## config.mk

```make
export PLATFORM = sky130hd
export DESIGN_NAME = mem_err_inject
export DESIGN_NICKNAME = d
export VERILOG_FILES = /design/src/rtl/einj_pkg.sv /design/src/rtl/einj_regs.sv /design/src/rtl/einj_match.sv /design/src/rtl/einj_apply.sv /design/src/rtl/mem_err_inject.sv
export SDC_FILE = /design/constraint.sdc
export NUM_CORES = 1
export LEC_CHECK = 0
export BUFFER_PORTS_ARGS = -buffer_cell sky130_fd_sc_hd__buf_2
export CORE_UTILIZATION = 45
export CTS_CLUSTER_SIZE = 14
export DETAILED_ROUTE_END_ITERATION = 7
export GPL_TIMING_DRIVEN = 1
export PLACE_DENSITY = 0.78
export SETUP_SLACK_MARGIN = 0.4
export SLEW_MARGIN = 20
export SYNTH_ARGS = -nofsm -noshare
export SYNTH_HDL_FRONTEND = slang
export SYNTH_SLANG_ARGS = --single-unit
export TNS_END_PERCENT = 10
```

## constraint.sdc

```tcl
create_clock -name clk -period 2.1 [get_ports clk]
set_input_delay 0.315 -clock clk [delete_from_list [all_inputs] [get_ports clk]]
set_output_delay 0.315 -clock clk [all_outputs]
set_load 0.005 [all_outputs]
```

## src/rtl/einj_pkg.sv

```systemverilog
package einj_pkg;
  localparam int NF = 6;  // number of address match fields
  localparam int AW = 4;  // register address width

  typedef enum logic [AW-1:0] {
    RA_DIMM = 4'd0,
    RA_RANK = 4'd1,
    RA_CHAN = 4'd2,
    RA_BANK = 4'd3,
    RA_PAGE = 4'd4,
    RA_COL  = 4'd5,
    RA_MASK = 4'd6,
    RA_SECT = 4'd7,
    RA_TYPE = 4'd8,
    RA_EN   = 4'd9
  } reg_addr_e;

  localparam int TY_REPEAT = 0;
  localparam int TY_ECC    = 1;
  localparam int TY_PAR    = 2;

  function automatic int max_of(input int a, input int b);
    return (a > b) ? a : b;
  endfunction
endpackage

```

## src/rtl/einj_regs.sv

```systemverilog
module einj_regs
  import einj_pkg::*;
#(
  parameter int FW     = 6,
  parameter int HALF_W = 8,
  parameter int REG_W  = 16
) (
  input  logic                   clk,
  input  logic                   rst,
  input  logic                   we,
  input  logic [AW-1:0]          addr,
  input  logic [REG_W-1:0]       wdata,
  input  logic [NF-1:0][FW-1:0]  fmask,
  input  logic                   hit_i,
  output logic [NF-1:0][FW-1:0]  val_o,
  output logic [NF-1:0]          any_o,
  output logic [HALF_W-1:0]      mask_o,
  output logic [1:0]             sect_o,
  output logic [2:0]             type_o,
  output logic                   en_o,
  output logic [REG_W-1:0]       rdata_o
);
  logic [FW-1:0]     val_q [NF];
  logic              any_q [NF];
  logic [HALF_W-1:0] mask_q;
  logic [1:0]        sect_q;
  logic [2:0]        type_q;
  logic              en_q;
  logic              en_wr;
  logic [REG_W-1:0]  rd_c;

  assign en_wr = we && (addr == RA_EN);

  for (genvar i = 0; i < NF; i++) begin : g_fld
    always_ff @(posedge clk) begin
      if (rst) begin
        val_q[i] <= '0;
        any_q[i] <= 1'b1;
      end else if (we && addr == AW'(i)) begin
        val_q[i] <= wdata[FW-1:0] & fmask[i];
        any_q[i] <= wdata[REG_W-1];
      end
    end
    assign val_o[i] = val_q[i];
    assign any_o[i] = any_q[i];
  end

  always_ff @(posedge clk) begin
    if (rst) begin
      mask_q <= '0;
      sect_q <= '0;
      type_q <= '0;
      en_q   <= 1'b0;
    end else begin
      if (we && addr == RA_MASK) mask_q <= wdata[HALF_W-1:0];
      if (we && addr == RA_SECT) sect_q <= wdata[1:0];
      if (we && addr == RA_TYPE) type_q <= wdata[2:0];
      if (en_wr)                               en_q <= |wdata;
      else if (hit_i && !type_q[TY_REPEAT])    en_q <= 1'b0;
    end
  end

  always_comb begin
    rd_c = '0;
    for (int i = 0; i < NF; i++) begin
      if (addr == AW'(i)) begin
        rd_c[FW-1:0]    = val_q[i];
        rd_c[REG_W-1]   = any_q[i];
      end
    end
    case (addr)
      RA_MASK: rd_c[HALF_W-1:0] = mask_q;
      RA_SECT: rd_c[1:0]        = sect_q;
      RA_TYPE: rd_c[2:0]        = type_q;
      RA_EN:   rd_c[0]          = en_q;
      default: ;
    endcase
  end

  always_ff @(posedge clk) begin
    if (rst) rdata_o <= '0;
    else     rdata_o <= rd_c;
  end

  assign mask_o = mask_q;
  assign sect_o = sect_q;
  assign type_o = type_q;
  assign en_o   = en_q;

  AST_RESET_WILD: assert property (@(posedge clk)
    rst |=> ((&any_o) && !en_o && type_o == 3'b000));

  AST_ONESHOT_DISARM: assert property (@(posedge clk) disable iff (rst)
    (hit_i && !type_o[TY_REPEAT] && !en_wr) |=> !en_o);

  AST_REPEAT_HOLD: assert property (@(posedge clk) disable iff (rst)
    (en_o && type_o[TY_REPEAT] && !we) |=> en_o);
endmodule

```

## src/rtl/einj_match.sv

```systemverilog
module einj_match
  import einj_pkg::*;
#(
  parameter int FW = 6
) (
  input  logic [NF-1:0][FW-1:0] addr_f,
  input  logic [NF-1:0][FW-1:0] val_f,
  input  logic [NF-1:0]         any_f,
  output logic                  match
);
  logic [NF-1:0] fld_ok;

  for (genvar i = 0; i < NF; i++) begin : g_cmp
    assign fld_ok[i] = any_f[i] || (addr_f[i] == val_f[i]);
  end

  assign match = &fld_ok;
endmodule

```

## src/rtl/einj_apply.sv

```systemverilog
module einj_apply #(
  parameter int HALF_W = 8
) (
  input  logic                hit,
  input  logic [1:0]          sect,
  input  logic                ecc_en,
  input  logic                par_en,
  input  logic [HALF_W-1:0]   mask,
  input  logic [2*HALF_W-1:0] ecc_in,
  input  logic [1:0]          par_in,
  output logic [2*HALF_W-1:0] ecc_out,
  output logic [1:0]          par_out
);
  for (genvar h = 0; h < 2; h++) begin : g_half
    logic sel;
    assign sel = hit && sect[h];
    assign ecc_out[h*HALF_W +: HALF_W] =
      ecc_in[h*HALF_W +: HALF_W] ^ ((sel && ecc_en) ? mask : '0);
    assign par_out[h] = par_in[h] ^ (sel && par_en);
  end
endmodule

```

## src/rtl/mem_err_inject.sv

```systemverilog
module mem_err_inject
  import einj_pkg::*;
#(
  parameter int DIMM_W = 2,
  parameter int RANK_W = 2,
  parameter int CHAN_W = 2,
  parameter int BANK_W = 3,
  parameter int PAGE_W = 6,
  parameter int COL_W  = 5,
  parameter int HALF_W = 8,
  parameter int DATA_W = 32,
  parameter int REG_W  = 16
) (
  input  logic                clk,
  input  logic                rst,
  input  logic                reg_we,
  input  logic [AW-1:0]       reg_addr,
  input  logic [REG_W-1:0]    reg_wdata,
  output logic [REG_W-1:0]    reg_rdata,
  input  logic                wr_valid,
  input  logic [DIMM_W-1:0]   wr_dimm,
  input  logic [RANK_W-1:0]   wr_rank,
  input  logic [CHAN_W-1:0]   wr_chan,
  input  logic [BANK_W-1:0]   wr_bank,
  input  logic [PAGE_W-1:0]   wr_page,
  input  logic [COL_W-1:0]    wr_col,
  input  logic [DATA_W-1:0]   wr_data,
  input  logic [2*HALF_W-1:0] wr_ecc,
  input  logic [1:0]          wr_par,
  output logic                out_valid,
  output logic [DATA_W-1:0]   out_data,
  output logic [2*HALF_W-1:0] out_ecc,
  output logic [1:0]          out_par
);
  localparam int FW = max_of(max_of(max_of(DIMM_W, RANK_W), max_of(CHAN_W, BANK_W)),
                             max_of(PAGE_W, COL_W));
  localparam int FWID [NF] = '{DIMM_W, RANK_W, CHAN_W, BANK_W, PAGE_W, COL_W};

  logic [NF-1:0][FW-1:0] fmask, addr_f, val_f;
  logic [NF-1:0]         any_f;
  logic [HALF_W-1:0]     mask;
  logic [1:0]            sect;
  logic [2:0]            typ;
  logic                  en, match, hit;
  logic [2*HALF_W-1:0]   ecc_x;
  logic [1:0]            par_x;

  for (genvar i = 0; i < NF; i++) begin : g_fmask
    assign fmask[i] = ~(~FW'(0) << FWID[i]);
  end

  assign addr_f[0] = FW'(wr_dimm);
  assign addr_f[1] = FW'(wr_rank);
  assign addr_f[2] = FW'(wr_chan);
  assign addr_f[3] = FW'(wr_bank);
  assign addr_f[4] = FW'(wr_page);
  assign addr_f[5] = FW'(wr_col);

  einj_regs #(.FW(FW), .HALF_W(HALF_W), .REG_W(REG_W)) u_regs (
    .clk(clk), .rst(rst), .we(reg_we), .addr(reg_addr), .wdata(reg_wdata),
    .fmask(fmask), .hit_i(hit), .val_o(val_f), .any_o(any_f), .mask_o(mask),
    .sect_o(sect), .type_o(typ), .en_o(en), .rdata_o(reg_rdata)
  );

  einj_match #(.FW(FW)) u_match (
    .addr_f(addr_f), .val_f(val_f), .any_f(any_f), .match(match)
  );

  assign hit = wr_valid && en && match && (typ[TY_ECC] || typ[TY_PAR]) && (sect != 2'b00);

  einj_apply #(.HALF_W(HALF_W)) u_apply (
    .hit(hit), .sect(sect), .ecc_en(typ[TY_ECC]), .par_en(typ[TY_PAR]),
    .mask(mask), .ecc_in(wr_ecc), .par_in(wr_par), .ecc_out(ecc_x), .par_out(par_x)
  );

  always_ff @(posedge clk) begin
    if (rst) begin
      out_valid <= 1'b0;
      out_data  <= '0;
      out_ecc   <= '0;
      out_par   <= '0;
    end else begin
      out_valid <= wr_valid;
      out_data  <= wr_data;
      out_ecc   <= ecc_x;
      out_par   <= par_x;
    end
  end

  AST_VALID_TRACKS: assert property (@(posedge clk) disable iff (rst)
    1'b1 |=> (out_valid == $past(wr_valid)));

  AST_DATA_PASS: assert property (@(posedge clk) disable iff (rst)
    wr_valid |=> (out_data == $past(wr_data)));

  AST_NO_HIT_CLEAN: assert property (@(posedge clk) disable iff (rst)
    !hit |=> (out_ecc == $past(wr_ecc) && out_par == $past(wr_par)));

  AST_HIGH_HALF_SPARED: assert property (@(posedge clk) disable iff (rst)
    (sect == 2'b01) |=> (out_ecc[2*HALF_W-1:HALF_W] == $past(wr_ecc[2*HALF_W-1:HALF_W])));
endmodule

```

==> results.sh <==
export IMPL_place_inst=712
export IMPL_pin_count=161
export IMPL_slew_headroom=0.623
export IMPL_fp_dieArea_um2=10300
export IMPL_synth_edf_count=25
export IMPL_crit_slowest_cell="or4_4"
export IMPL_track_usage=0.217
export IMPL_cts_root_buf="clkbuf_8"
export IMPL_synth_async_sr_flop_share=0
export IMPL_ir_drop_mv=0.309
export IMPL_tightestPinTransition_ns=0.551
export IMPL_syn_inst=442
export IMPL_setup_ws_ns=-0.0371
export IMPL_power_mw=3.75
export IMPL_violations="negative setup slack"
export IMPL_final_core_util=0.595
export IMPL_crit_path_max_fanout=5
export IMPL_fin_skew_ns=0.00851
export IMPL_cap_violations=0
export IMPL_clk_latency_ns=0.37
export IMPL_power_density_nw_per_um2=650
export IMPL_numCtsBuffers=9
export IMPL_leakage_nw=2.40
export IMPL_vias=3770
export IMPL_setup_viol=16
export IMPL_holdCritPathClass="input port to flip-flop"
export IMPL_holdWs_ns=0.157
export IMPL_p_sw_frac=0.245
export IMPL_gp_congestion=0.915
export IMPL_dr_first_iter_drc_count=184
export IMPL_drc=0
export IMPL_outcome="finished, violations left"
export IMPL_yosysWarnings=0
export IMPL_pwr_share_seq=0.560
export IMPL_worst_path_dominant_cell_family="simple AND/OR/NAND/NOR gates"
export IMPL_rsz0062_at_grt="yes"
export IMPL_drive_above_1_share=0.379
export IMPL_place_port_buffers=153
export IMPL_power_switching_mw=0.918
export IMPL_cell_internal_pwr_mw=2.83
export IMPL_nets=686
export IMPL_coreArea_um2=9680
export IMPL_grt_max_degree=39
export IMPL_worstPathBufferInverterCount=1
export IMPL_clockBufferDepth=2
export IMPL_worstSetupEndpointType="flip-flop"
export IMPL_nFillCells=841
export IMPL_mostFrequentLayoutCell="buf_2"
export IMPL_min_period_ns=2.14
export IMPL_row_count=36
export IMPL_yosysUniqueCellTypes=47
export IMPL_most_common_layout_cells="buf_2, dfxtp_1, nor2b_1"
export IMPL_path_class="flip-flop to flip-flop"
export IMPL_cp_arrival_ns=2.40
export IMPL_die_y_um=102
export IMPL_ys_ff_latch=100
export IMPL_antenna_found_initial=0
export IMPL_first_pass_iters=5
export IMPL_startpoint_type="flip-flop"
export IMPL_antenna_cells=0
export IMPL_wl_per_cell_um=15.1
export IMPL_clock_power_share=0.311
export IMPL_ctsHtreeMaxLevel=3
export IMPL_hold_violations=0
export IMPL_die_x_um=102
export IMPL_crit_chain="xnor2_1, a21oi_1, or4_4, buf_4, nor4_2, mux2_2"
export IMPL_min_period_over_period=1.02
export IMPL_vias_per_cell=5.16
export IMPL_max_freq_ghz=0.468
export IMPL_synth_seq_area_share=0.504
export IMPL_postRouteAntennaNets=0
export IMPL_synthToLayoutAreaGrowth_pct=29.0
export IMPL_multiInputGateArea_um2=2190
export IMPL_slowest_delay_ns=0.55
export IMPL_stdcell_count=730
export IMPL_syn_area_per_cell_um2=10.1
export IMPL_comb_power_share=0.128
export IMPL_clkTransAtPathRegs_ns=0.09
export IMPL_start_util=0.462
export IMPL_grt_remaining_overflow=0
export IMPL_maxSlewViolCount=0
export IMPL_wl_mm=11.0
export IMPL_crit_required_ns=2.36
export IMPL_grt_pass1_wl_mm=17.0
export IMPL_cts_sinks=100
export IMPL_cts_tree="yes"
export IMPL_grt_pass1_vias=3518
export IMPL_place_hpwl_mm=8.11
export IMPL_cts_hold_buffers=0
export IMPL_synth_ff_type="dfxtp_1"
export IMPL_seq_area_um2=2250
export IMPL_netlist_area_um2=4470
## final timing paths
kind / endpoint / slack (ns) / from / depth (start not counted)
setup / recovery: out_ecc[1] / -0.04 / u_regs.val_q[1][1] / 6
hold / removal: out_data[13] / 0.16 / wr_data[13] / 2
setup reg to reg: out_ecc[1] / -0.04 / u_regs.val_q[1][1] / 6
hold reg to reg: u_regs.mask_o[3] / 0.51 / u_regs.mask_o[3] / 2
## through the flow
step           setup TNS, ns  worst slack (ns)  area, um^2
2_1_floorplan              0             0.105        4510
3_3_place_gp          -0.210           -0.0240        5420
3_5_place_dp          -0.974            -0.128        5420
4_1_cts               -0.592           -0.0483        5710
5_1_grt                -1.72            -0.119        5770
6_report              -0.246           -0.0371        5770
## state kept, by name, indices dropped and copies added, names as in the netlist
signal	count
out_data	32
out_ecc	16
out_par	2
out_valid	1
u_regs.any_q	6
u_regs.en_o	1
u_regs.mask_o	8
u_regs.rdata_o	9
u_regs.sect_o	2
u_regs.type_o	3
u_regs.val_q	20
## kinds of logic (layout without fill, tap and decap cells)
family          after synthesis  after routing  share of synthesized area
xor+xnor                     20             20                     0.0392
flops                       100            100                      0.504
simple gates                208            208                      0.270
other cells                   1              7                   0.000839
buf+inv                      41            190                     0.0459
compound gates               44             44                     0.0635
mux                          28             28                     0.0764
## timing repair
action | CTS | global route
resized for setup | 16 | 8
setup endpoints to repair | 19 | 20
setup buffers | 1 | 0
pin swaps | 2 | 1
endpoints found under the hold margin | 0 | 0
gates cloned | 1 | 0
## routing by layer
layer,GRT usage,wire [um],vias up
li1,-,-,1834
met4,0.105,248,0
met2,0.354,5160,162
met3,0.0331,670,18
met5,0,0,-
met1,0.281,4940,1756
## synthesized netlist by cell type, types with 2 or more instances
cell type | n | area share
dfxtp_1 | 75 | 0.34
buf_2 | 2 | 0.0022
edfxtp_1 | 25 | 0.17
mux2i_1 | 6 | 0.013
nor4_2 | 8 | 0.022
and4b_1 | 2 | 0.0045
nor3_1 | 5 | 0.0056
o22ai_1 | 2 | 0.0028
nor4_1 | 15 | 0.021
nand4_1 | 16 | 0.022
clkbuf_1 | 28 | 0.024
a21oi_1 | 17 | 0.019
mux4_2 | 3 | 0.015
a21o_1 | 2 | 0.0034
nor2_1 | 37 | 0.031
buf_6 | 3 | 0.0076
and2_1 | 11 | 0.015
nand2_1 | 24 | 0.020
nor2b_1 | 57 | 0.080
o22a_1 | 2 | 0.0039
a31oi_1 | 3 | 0.0042
nand2b_1 | 4 | 0.0056
and3_1 | 11 | 0.015
xor2_1 | 7 | 0.014
mux2_2 | 10 | 0.025
mux2_1 | 9 | 0.023
nand3_1 | 12 | 0.013
o21ai_0 | 6 | 0.0067
xnor2_1 | 13 | 0.025
buf_4 | 7 | 0.012
a31o_2 | 4 | 0.0078
## worst register-to-register path, cell delays in order (launching register included)
cell      delay, ns
edfxtp_1       0.41
xnor2_1        0.17
a21oi_1        0.08
or4_4          0.55
buf_4          0.20
nor4_2         0.27
mux2_2         0.36
## final cells by class
| type | count | area share |
|---|---|---|
| Sequential cell | 100 | 0.391 |
| Multi-Input combinational cell | 307 | 0.379 |
| Timing Repair Buffer | 173 | 0.169 |
| Clock buffer | 15 | 0.0308 |
| Tap cell | 133 | 0.0289 |
| Clock inverter | 1 | 0.000868 |
| Inverter | 1 | 0.000651 |
## power groups by stage
stage,registers (mW),clock network [mW],logic (mW)
2_1_floorplan,2.14,0,0.247
3_3_place_gp,2.14,0,0.455
3_5_place_dp,2.15,0,0.464
4_1_cts,2.10,1.19,0.474
5_1_grt,2.11,1.25,0.532
6_report,2.10,1.17,0.481
Note: power is estimated with default switching activity, not from simulation.
